--- config.mk ---
export PLATFORM = sky130hd
export DESIGN_NAME = prog_down_timer
export DESIGN_NICKNAME = d
export VERILOG_FILES = /design/src/rtl/timer_pkg.sv /design/src/rtl/tmr_edge.sv /design/src/rtl/tmr_host_regs.sv /design/src/rtl/tmr_core.sv /design/src/rtl/prog_down_timer.sv
export SDC_FILE = /design/constraint.sdc
export NUM_CORES = 1
export LEC_CHECK = 0
export BUFFER_PORTS_ARGS = -buffer_cell sky130_fd_sc_hd__buf_2
export CORE_MARGIN = 1.5
export CORE_UTILIZATION = 61
export DETAILED_ROUTE_END_ITERATION = 10
export PLACE_DENSITY_LB_ADDON = 0.3
export SLEW_MARGIN = 20
export SYNTH_ARGS = -nofsm -noshare
export SYNTH_HDL_FRONTEND = slang
export SYNTH_SLANG_ARGS = --single-unit
--- constraint.sdc ---
create_clock -name clk -period 3.3 [get_ports clk]
set_clock_uncertainty 0.05 [all_clocks]
set_input_delay 0.165 -clock clk [delete_from_list [all_inputs] [get_ports clk]]
set_output_delay 0.165 -clock clk [all_outputs]
set_load 0.01 [all_outputs]
--- src/rtl/timer_pkg.sv ---
package timer_pkg;
    typedef enum logic [2:0] {
        MD_EVENT    = 3'd0,
        MD_ONESHOT  = 3'd1,
        MD_RATE     = 3'd2,
        MD_SQUARE   = 3'd3,
        MD_SWSTROBE = 3'd4,
        MD_HWSTROBE = 3'd5
    } mode_e;

    typedef enum logic [1:0] {
        ST_IDLE  = 2'd0,
        ST_ARMED = 2'd1,
        ST_RUN   = 2'd2,
        ST_DONE  = 2'd3
    } tstate_e;

    localparam logic [3:0] CTL_TAG = 4'b0011;
endpackage

--- src/rtl/tmr_edge.sv ---
module tmr_edge (
    input  logic clk,
    input  logic rst_n,
    input  logic sig,
    output logic rise
);
    logic prev_q;

    always_ff @(posedge clk) begin
        if (!rst_n) prev_q <= 1'b0;
        else        prev_q <= sig;
    end

    assign rise = sig & ~prev_q;
endmodule

--- src/rtl/tmr_host_regs.sv ---
module tmr_host_regs
    import timer_pkg::*;
#(
    parameter int CNT_W = 16
) (
    input  logic                clk,
    input  logic                rst_n,
    input  logic                ctl_wr,
    input  logic                cnt_wr,
    input  logic [CNT_W/2-1:0]  wr_data,
    output mode_e               mode,
    output logic                ctl_acc,
    output logic                ld_pulse,
    output logic [CNT_W-1:0]    ld_val
);
    localparam int BYTE_W = CNT_W / 2;

    logic              hi_next_q;
    logic [BYTE_W-1:0] lsb_q;
    logic [2:0]        mode_field;

    assign mode_field = wr_data[3:1];
    assign ctl_acc    = ctl_wr && (wr_data[7:4] == CTL_TAG) && !wr_data[0]
                        && (mode_field <= 3'd5);
    assign ld_pulse   = cnt_wr && hi_next_q && !ctl_acc;
    assign ld_val     = {wr_data, lsb_q};

    always_ff @(posedge clk) begin
        if (!rst_n) begin
            mode      <= MD_EVENT;
            hi_next_q <= 1'b0;
            lsb_q     <= '0;
        end else if (ctl_acc) begin
            mode      <= mode_e'(mode_field);
            hi_next_q <= 1'b0;
        end else if (cnt_wr) begin
            if (!hi_next_q) lsb_q <= wr_data;
            hi_next_q <= ~hi_next_q;
        end
    end
endmodule

--- src/rtl/tmr_core.sv ---
module tmr_core
    import timer_pkg::*;
#(
    parameter int CNT_W = 16
) (
    input  logic             clk,
    input  logic             rst_n,
    input  mode_e            mode,
    input  logic             ctl_acc,
    input  logic             ld_pulse,
    input  logic [CNT_W-1:0] ld_val,
    input  logic             tick,
    input  logic             gate_lvl,
    input  logic             gate_rise,
    output logic [CNT_W-1:0] count,
    output logic [CNT_W-1:0] init,
    output tstate_e          state,
    output logic             tmr_out
);
    localparam logic [CNT_W-1:0] ONE = CNT_W'(1);

    tstate_e          state_nx;
    logic [CNT_W-1:0] count_nx, init_nx, half;
    logic             is_trig, cnt_en, periodic;

    assign is_trig  = (mode == MD_ONESHOT) || (mode == MD_HWSTROBE);
    assign periodic = (mode == MD_RATE) || (mode == MD_SQUARE);
    assign cnt_en   = tick && (is_trig || gate_lvl);
    assign half     = init >> 1;

    // state register
    always_ff @(posedge clk) begin
        if (!rst_n) begin
            state <= ST_IDLE;
            count <= '0;
            init  <= '0;
        end else begin
            state <= state_nx;
            count <= count_nx;
            init  <= init_nx;
        end
    end

    // transitions
    always_comb begin
        state_nx = state;
        count_nx = count;
        init_nx  = init;
        if (ctl_acc) begin
            state_nx = ST_IDLE;                          // STOP
        end else if (ld_pulse) begin
            init_nx = ld_val;
            if (is_trig) begin
                if (state == ST_IDLE) state_nx = ST_ARMED; // ARM
            end else begin
                count_nx = ld_val;                       // LOAD
                state_nx = ST_RUN;
            end
        end else begin
            unique case (state)
                ST_IDLE: ;
                ST_ARMED: begin
                    if (gate_rise) begin                 // FIRE
                        count_nx = init;
                        state_nx = ST_RUN;
                    end
                end
                ST_RUN: begin
                    if (is_trig && gate_rise) begin      // RETRIGGER
                        count_nx = init;
                    end else if (cnt_en) begin
                        if (count == ONE) begin
                            if (periodic) count_nx = init;     // RELOAD
                            else begin
                                count_nx = '0;                 // EXPIRE
                                state_nx = ST_DONE;
                            end
                        end else begin
                            count_nx = count - ONE;
                        end
                    end
                end
                ST_DONE: begin
                    if (is_trig && gate_rise) begin      // RETRIGGER
                        count_nx = init;
                        state_nx = ST_RUN;
                    end
                end
            endcase
        end
    end

    // outputs
    always_comb begin
        unique case (mode)
            MD_EVENT:    tmr_out = (state == ST_DONE);
            MD_ONESHOT:  tmr_out = (state != ST_RUN);
            MD_RATE:     tmr_out = !((state == ST_RUN) && (count == ONE));
            MD_SQUARE:   tmr_out = !((state == ST_RUN) && (count <= half));
            MD_SWSTROBE,
            MD_HWSTROBE: tmr_out = !((state == ST_RUN) && (count == ONE));
            default:     tmr_out = 1'b1;
        endcase
    end
endmodule

--- src/rtl/prog_down_timer.sv ---
module prog_down_timer
    import timer_pkg::*;
#(
    parameter int CNT_W = 16
) (
    input  logic               clk,
    input  logic               rst_n,
    input  logic               ctl_wr,
    input  logic               cnt_wr,
    input  logic [CNT_W/2-1:0] wr_data,
    input  logic               cnt_in,
    input  logic               gate_in,
    output logic [CNT_W-1:0]   count_value,
    output logic               tmr_out
);
    mode_e            mode;
    tstate_e          state;
    logic             ctl_acc, ld_pulse, tick, gate_rise;
    logic [CNT_W-1:0] ld_val, init;

    tmr_edge u_cnt_edge  (.clk(clk), .rst_n(rst_n), .sig(cnt_in),  .rise(tick));
    tmr_edge u_gate_edge (.clk(clk), .rst_n(rst_n), .sig(gate_in), .rise(gate_rise));

    tmr_host_regs #(.CNT_W(CNT_W)) u_regs (
        .clk(clk), .rst_n(rst_n), .ctl_wr(ctl_wr), .cnt_wr(cnt_wr),
        .wr_data(wr_data), .mode(mode), .ctl_acc(ctl_acc),
        .ld_pulse(ld_pulse), .ld_val(ld_val)
    );

    tmr_core #(.CNT_W(CNT_W)) u_core (
        .clk(clk), .rst_n(rst_n), .mode(mode), .ctl_acc(ctl_acc),
        .ld_pulse(ld_pulse), .ld_val(ld_val), .tick(tick),
        .gate_lvl(gate_in), .gate_rise(gate_rise), .count(count_value),
        .init(init), .state(state), .tmr_out(tmr_out)
    );
endmodule

==> impl_metrics.json, run 1 <==
{
  "finalCritPeriodShare_pct": 84.5,
  "critPathCapture": "tmr_out",
  "worstSetupPathType": "reg -> out",
  "start_kind": "register",
  "cts_max_level": 2,
  "synth.distinct_cells": 62,
  "drt-total-wl_um": 8710,
  "power_w": 0.00314,
  "vias": 3049,
  "die_x_um": 74.8,
  "r2r_slack_ps": 870,
  "wl_met2_um": 4030,
  "syn_area_um2": 3140,
  "power.density_nw_per_um2": 943,
  "drive_gt1_share_pct": 18.0,
  "utilization_pct": 68.7,
  "portBuffers": 30,
  "final_cells": 455,
  "antenna_found_initial": 0,
  "avgSynthCellArea_um2": 8.42,
  "ir_drop_mv": 0.393,
  "post_cts_buffers": 0,
  "cts_tree": "yes",
  "root_buffer": "clkbuf_8",
  "r2r_start": "u_regs.mode[0]",
  "cts_resized": 0,
  "status": "finished clean",
  "cp_max_fo": 9,
  "dieArea_um2": 5590,
  "wl_met1_um": 3650,
  "grt_setup_unrepaired": "false",
  "highest_layer": "met4",
  "tightest_slew_ps": 933,
  "stdcell_area_um2": 3330,
  "synthCells": 373,
  "worstSkewPairLatency_ps": 310,
  "crit_path_end_kind": "output port",
  "required_ps": 3080,
  "ys_seq_elements": 48,
  "core_region_area_um2": 4850,
  "setup_violations": 0,
  "ios": 31,
  "met3_length_um": 776,
  "finalCriticalPeriod_ps": 2790,
  "placed_area_um2": 3240,
  "viasPerCell": 6.70,
  "regToRegEndpoint": "u_core.count[0]",
  "die_h_um": 74.8,
  "synth-edff-count": 0,
  "postRouteAntennaNets": 0,
  "worstPathArrival_ps": 2570,
  "rr_worst_depth": 5,
  "hold_class": "in -> reg",
  "grt_pass1_wl_um": 14200,
  "yosys.area.top_type": "dfxtp_1",
  "wl_per_cell_um": 19.2,
  "drt_iter0_markers": 371,
  "cts_sinks": 48,
  "hpwl_um": 6220,
  "yosysSeqAreaShare_pct": 30.6,
  "place_congestion": 0.926,
  "clk_pin_slew_ps": 90,
  "clockBufferDepth": 2,
  "slew_headroom_pct": 37.7,
  "ys_dominant_reg_cell": "dfxtp_1",
  "firstDrtPassIters": 5,
  "cap_violations": 0,
  "hold_viol_final": 0,
  "rows": 25,
  "cts_hold_buf": 0,
  "ys_top_cells_by_area": "dfxtp_1 (31%), ha_1 (8.4%), a21oi_1 (5.7%)",
  "first_global_vias": 2877,
  "p_leak_nw": 1.38,
  "async_reset_ff_share_pct": 0,
  "area_delta_synth_final_pct": 6.10,
  "yosysTopAreaCellShare_pct": 30.6,
  "grt_use_total_pct": 33.3,
  "synth_nets": 408,
  "dp_cells": 448,
  "antennaDiodeCount": 0,
  "max_freq_ghz": 0.359,
  "synth_most_common_cell": "dfxtp_1",
  "numCtsBuffers": 5,
  "crit_start": "u_core.count[13]",
  "drc": 0,
  "grt_overflow": 0,
  "ys_warn_count": 0,
  "initial_utilization_pct": 64.8,
  "grt_max_degree": 30,
  "report.final.slew_viol_count": 0,
  "setup_tns_ps": 0,
  "nets": 423,
  "synthTopCellsByCount": "dfxtp_1 (48), nand2_1 (41), a21oi_1 (36)"
}
==> worst min path at each step <==
stage,start,end,cells after the start
after floorplan,cnt_in,u_cnt_edge.prev_q,1
after global placement,cnt_in,u_cnt_edge.prev_q,2
after detailed placement,cnt_in,u_cnt_edge.prev_q,2
after CTS,cnt_in,u_cnt_edge.prev_q,2
after global routing,cnt_in,u_cnt_edge.prev_q,2
final,cnt_in,u_cnt_edge.prev_q,2
==> per-layer routing <==
metal | track usage, % | vias to the layer above
li1 | - | 1433
met1 | 44.8 | 1417
met2 | 52.9 | 172
met3 | 6.56 | 27
met4 | 13.3 | 0
met5 | 0 | -
==> area by class of cell <==
| type | instances | area, µm² |
|---|---|---|
| Timing Repair Buffer | 37 | 203 |
| Clock buffer | 7 | 96.3 |
| Multi-Input combinational cell | 275 | 1910 |
| Tap cell | 67 | 83.8 |
| Inverter | 21 | 78.8 |
| Fill cell | 396 | 1520 |
| Sequential cell | 48 | 961 |
==> registers in the layout (all words and copies together), names as in the netlist <==
register and count:
u_core.state 2, u_regs.hi_next_q 1, u_regs.mode 3, u_core.init 16
u_regs.lsb_q 8, u_core.count 16, u_cnt_edge.prev_q 1, u_gate_edge.prev_q 1
==> per-stage QoR <==
stage / hold WS (ps) / worst slack (ps)
after floorplan: 237 / 1060
after global placement: 332 / 954
after detailed placement: 340 / 933
after CTS: 31.0 / 562
after global routing: 50.5 / 337
final: 30.5 / 512
==> report_power, final <==
part	total, W	internal (W)	leakage, nW	switching [W]
combinational	0.00182	0.000792	0.933	0.00103
clock	0.000383	0.000187	0.0503	0.000196
sequential	0.000936	0.000697	0.393	0.000239
==> placed cells by master (no fill, tap or decap), drive strengths merged, types with 5 or more instances in the layout <==
master,instances
a21oi,36
a31oi,6
buf,37
clkbuf,7
dfxtp,48
ha,21
inv,21
mux2i,13
nand2,41
nand3,9
nand4,6
nor2,19
nor2b,5
nor3,8
nor4,10
o2111ai,10
o211ai,5
o21ai,8
o221a,15
==> critical path, cell delays in order (launching register included) <==
cell	delay [ps]
dfxtp_1	430
ha_1	350
nand4b_1	110
or2_2	350
a211oi_1	320
nor4_1	80
o311ai_0	410
buf_2	210
==> kinds of logic (layout without fill, tap and decap cells) <==
logic type / after synthesis / after routing / share of synthesized area, %
AO/OA/AOI/OAI: 109 / 109 / 25.3
XOR/XNOR: 3 / 3 / 0.837
adder cells (fa/ha/maj): 21 / 21 / 8.37
buffers and inverters: 50 / 65 / 8.76
flip-flops: 48 / 48 / 30.6
multiplexers: 13 / 13 / 4.14
AND/OR/NAND/NOR: 129 / 129 / 22.0
(Power assumes the default switching activity.)
==> run 2: changes to the inputs <==
--- a/config.mk
+++ b/config.mk
@@ -5,9 +5,10 @@
 export SDC_FILE = /design/constraint.sdc
 export NUM_CORES = 1
 export LEC_CHECK = 0
+export ABC_AREA = 1
 export BUFFER_PORTS_ARGS = -buffer_cell sky130_fd_sc_hd__buf_2
 export CORE_MARGIN = 1.5
-export CORE_UTILIZATION = 61
+export CORE_UTILIZATION = 60
 export DETAILED_ROUTE_END_ITERATION = 10
 export PLACE_DENSITY_LB_ADDON = 0.3
 export SLEW_MARGIN = 20
==> constraint.sdc (replaced) <==
create_clock -name clk -period 2.75 [get_ports clk]
set_clock_uncertainty 0.05 [all_clocks]
set_input_delay 0.1375 -clock clk [delete_from_list [all_inputs] [get_ports clk]]
set_output_delay 0.1375 -clock clk [all_outputs]
set_load 0.01 [all_outputs]
==> impl_metrics.json, run 2 <==
{
  "hold_class": "in -> reg",
  "dieArea_um2": 5990,
  "mostFrequentLayoutCell": "nand2_1",
  "required_ps": 2560,
  "power.density_nw_per_um2": 820,
  "synth_nets": 562,
  "root_buffer": "clkbuf_8",
  "vias": 3289,
  "yosysTopAreaCellShare_pct": 28.9,
  "finalCriticalPeriod_ps": 2170,
  "area_delta_synth_final_pct": 8.52,
  "drt-total-wl_um": 7890,
  "crit_path_end_kind": "output port",
  "firstDrtPassIters": 5,
  "yosysSeqAreaShare_pct": 28.9,
  "wl_per_cell_um": 12.6,
  "status": "finished clean",
  "initial_utilization_pct": 63.8,
  "r2r_start": "u_core.count[1]",
  "grt_max_degree": 33,
  "avgSynthCellArea_um2": 6.30,
  "synth.distinct_cells": 31,
  "r2r_slack_ps": 800,
  "grt_setup_unrepaired": "false",
  "path_cells": "ha_1 -> nand2_1 -> nor4_1 -> nand3_1 -> nand2_1 -> nand2_1 -> nand2_1 -> nand2_1 -> buf_2",
  "cp_max_fo": 6,
  "p_leak_nw": 1.82,
  "worstPathArrival_ps": 1980,
  "top_regs": "u_core.count x16, u_core.init x16, u_regs.lsb_q x8",
  "synthTopCellsByCount": "nand2_1 (150), nor2_1 (83), inv_1 (73)",
  "synth_most_common_cell": "nand2_1",
  "cts_tree": "yes",
  "ys_warn_count": 0,
  "ys_dominant_reg_cell": "dfxtp_1",
  "seqPwrFrac_pct": 30.7,
  "multi_input_area_um2": 1970,
  "die_h_um": 77.4,
  "drt_iter0_markers": 226,
  "report.final.slew_viol_count": 0,
  "max_freq_ghz": 0.460,
  "switching_share_pct": 45.8,
  "dp_slack_ps": 821,
  "ios": 31,
  "rows": 26,
  "fin_ws_ps": 578,
  "setup_tns_ps": 0,
  "syn_area_um2": 3320,
  "start_kind": "register",
  "cap_violations": 0,
  "setup_violations": 0,
  "critPathCapture": "tmr_out",
  "cts_resized": 0,
  "clk_pin_slew_ps": 90,
  "drive_gt1_share_pct": 12.4,
  "ys_top_cells_by_area": "dfxtp_1 (29%), nand2_1 (17%), nor2_1 (9.4%)",
  "worstSetupPathType": "reg -> out",
  "ir_drop_mv": 0.427,
  "power_w": 0.00295,
  "yosys.area.top_type": "dfxtp_1",
  "nFillCells": 482,
  "clockBufferDepth": 2,
  "portBuffers": 30,
  "drc": 0,
  "crit_slowest_cell": "dfxtp_1",
  "grt_pass1_wl_um": 13200,
  "postRouteAntennaNets": 0,
  "cts_max_level": 2,
  "viasPerCell": 5.26,
  "hpwl_um": 5910,
  "p_switching_w": 0.00135,
  "seqCellArea_um2": 961,
  "clock_power_share_pct": 18.2,
  "antennaDiodeCount": 0,
  "tightest_slew_ps": 681,
  "synth-edff-count": 0,
  "grt_use_total_pct": 27.6,
  "cts_sinks": 48,
  "rr_worst_depth": 12,
  "finalCritPeriodShare_pct": 79.0,
  "core_region_area_um2": 5200,
  "worst_path_most_repeated_cell": "nand2_1",
  "p_int_w": 0.00160,
  "grt_overflow": 0,
  "async_reset_ff_share_pct": 0,
  "first_global_vias": 2860,
  "crit_start": "u_core.count[11]",
  "ys_seq_elements": 48,
  "place_congestion": 0.964,
  "nets": 589,
  "antenna_found_initial": 0,
  "hold_viol_final": 0,
  "slew_headroom_pct": 54.3,
  "worstSkewPairLatency_ps": 310,
  "regToRegEndpoint": "u_core.count[14]",
  "fin_hold_ws_ps": 70.6,
  "layout_common_cells": "nand2_1 (150), nor2_1 (83), inv_1 (73)",
  "numCtsBuffers": 5,
  "critical_path.max_stage_delay_ps": 390,
  "die_x_um": 77.4,
  "synthCells": 527,
  "p_comb_share_pct": 51.1
}
[run 2: what timing repair did]
action / in CTS / in global routing
endpoints found under the setup margin: 0 / 0
hold endpoints to repair: 2 / 0
hold buffers: 2 / 0
buffers inserted: 0 / 0
[run 2: logic make-up after synthesis]
logic type / count (synthesis) / synth area share [%]
compound gates: 56 / 8.78
xor+xnor: 5 / 1.32
flops: 48 / 28.9
simple gates: 306 / 41.3
fa+ha+maj: 21 / 7.92
buf+inv: 91 / 11.8
[run 2: how the worst min path moves through the flow]
stage                from           endpoint  slack [ps]  cells past startpoint
3_3_place_gp       cnt_in  u_cnt_edge.prev_q         280                      3
5_1_grt        wr_data[1]    u_regs.lsb_q[1]          80                      3
2_1_floorplan      cnt_in  u_cnt_edge.prev_q         180                      2
3_5_place_dp       cnt_in  u_cnt_edge.prev_q         290                      3
4_1_cts        wr_data[7]    u_regs.lsb_q[7]          60                      3
6_report           cnt_wr   u_regs.hi_next_q          70                      3
[run 2: power by group through the flow]
stage          Combinational, W  Clock (W)  Sequential [W]
6_report                0.00151   0.000538        0.000906
3_3_place_gp            0.00145          0        0.000916
5_1_grt                 0.00172   0.000569        0.000923
3_5_place_dp            0.00149          0        0.000922
2_1_floorplan           0.00120          0        0.000925
4_1_cts                 0.00150   0.000547        0.000906
[run 2: final cells by class]
cell class / instances / area share (%)
clock buffer: 5 / 1.91
tap: 70 / 2.43
multi-input combinational: 388 / 54.6
timing repair buffer: 33 / 4.93
inverter: 78 / 8.13
sequential: 48 / 26.7
clock inverter: 3 / 1.29
[run 2: worst max-delay path, delay by kind of cell, from the launching register on]
kind          cells  cell delay (ps)
buf+inv           1              130
simple gates      7              830
fa+ha+maj         1              320
flops             1              390
[run 2: layer usage]
metal	GRT usage (%)	part of all wire [%]	vias to the layer above
li1	-	-	1695
met1	37.0	47	1465
met3	4.71	5.0	21
met5	0	0	-
met4	10.2	2.6	0
met2	44.3	46	108
[run 2: metrics by stage]
stage          area (µm²)  utilization, %  cells
3_3_place_gp         3470            66.6    615
3_5_place_dp         3470            66.6    615
5_1_grt              3600            69.2    625
2_1_floorplan        3320               -    527
4_1_cts              3600            69.2    625
6_report             3600            69.2    625
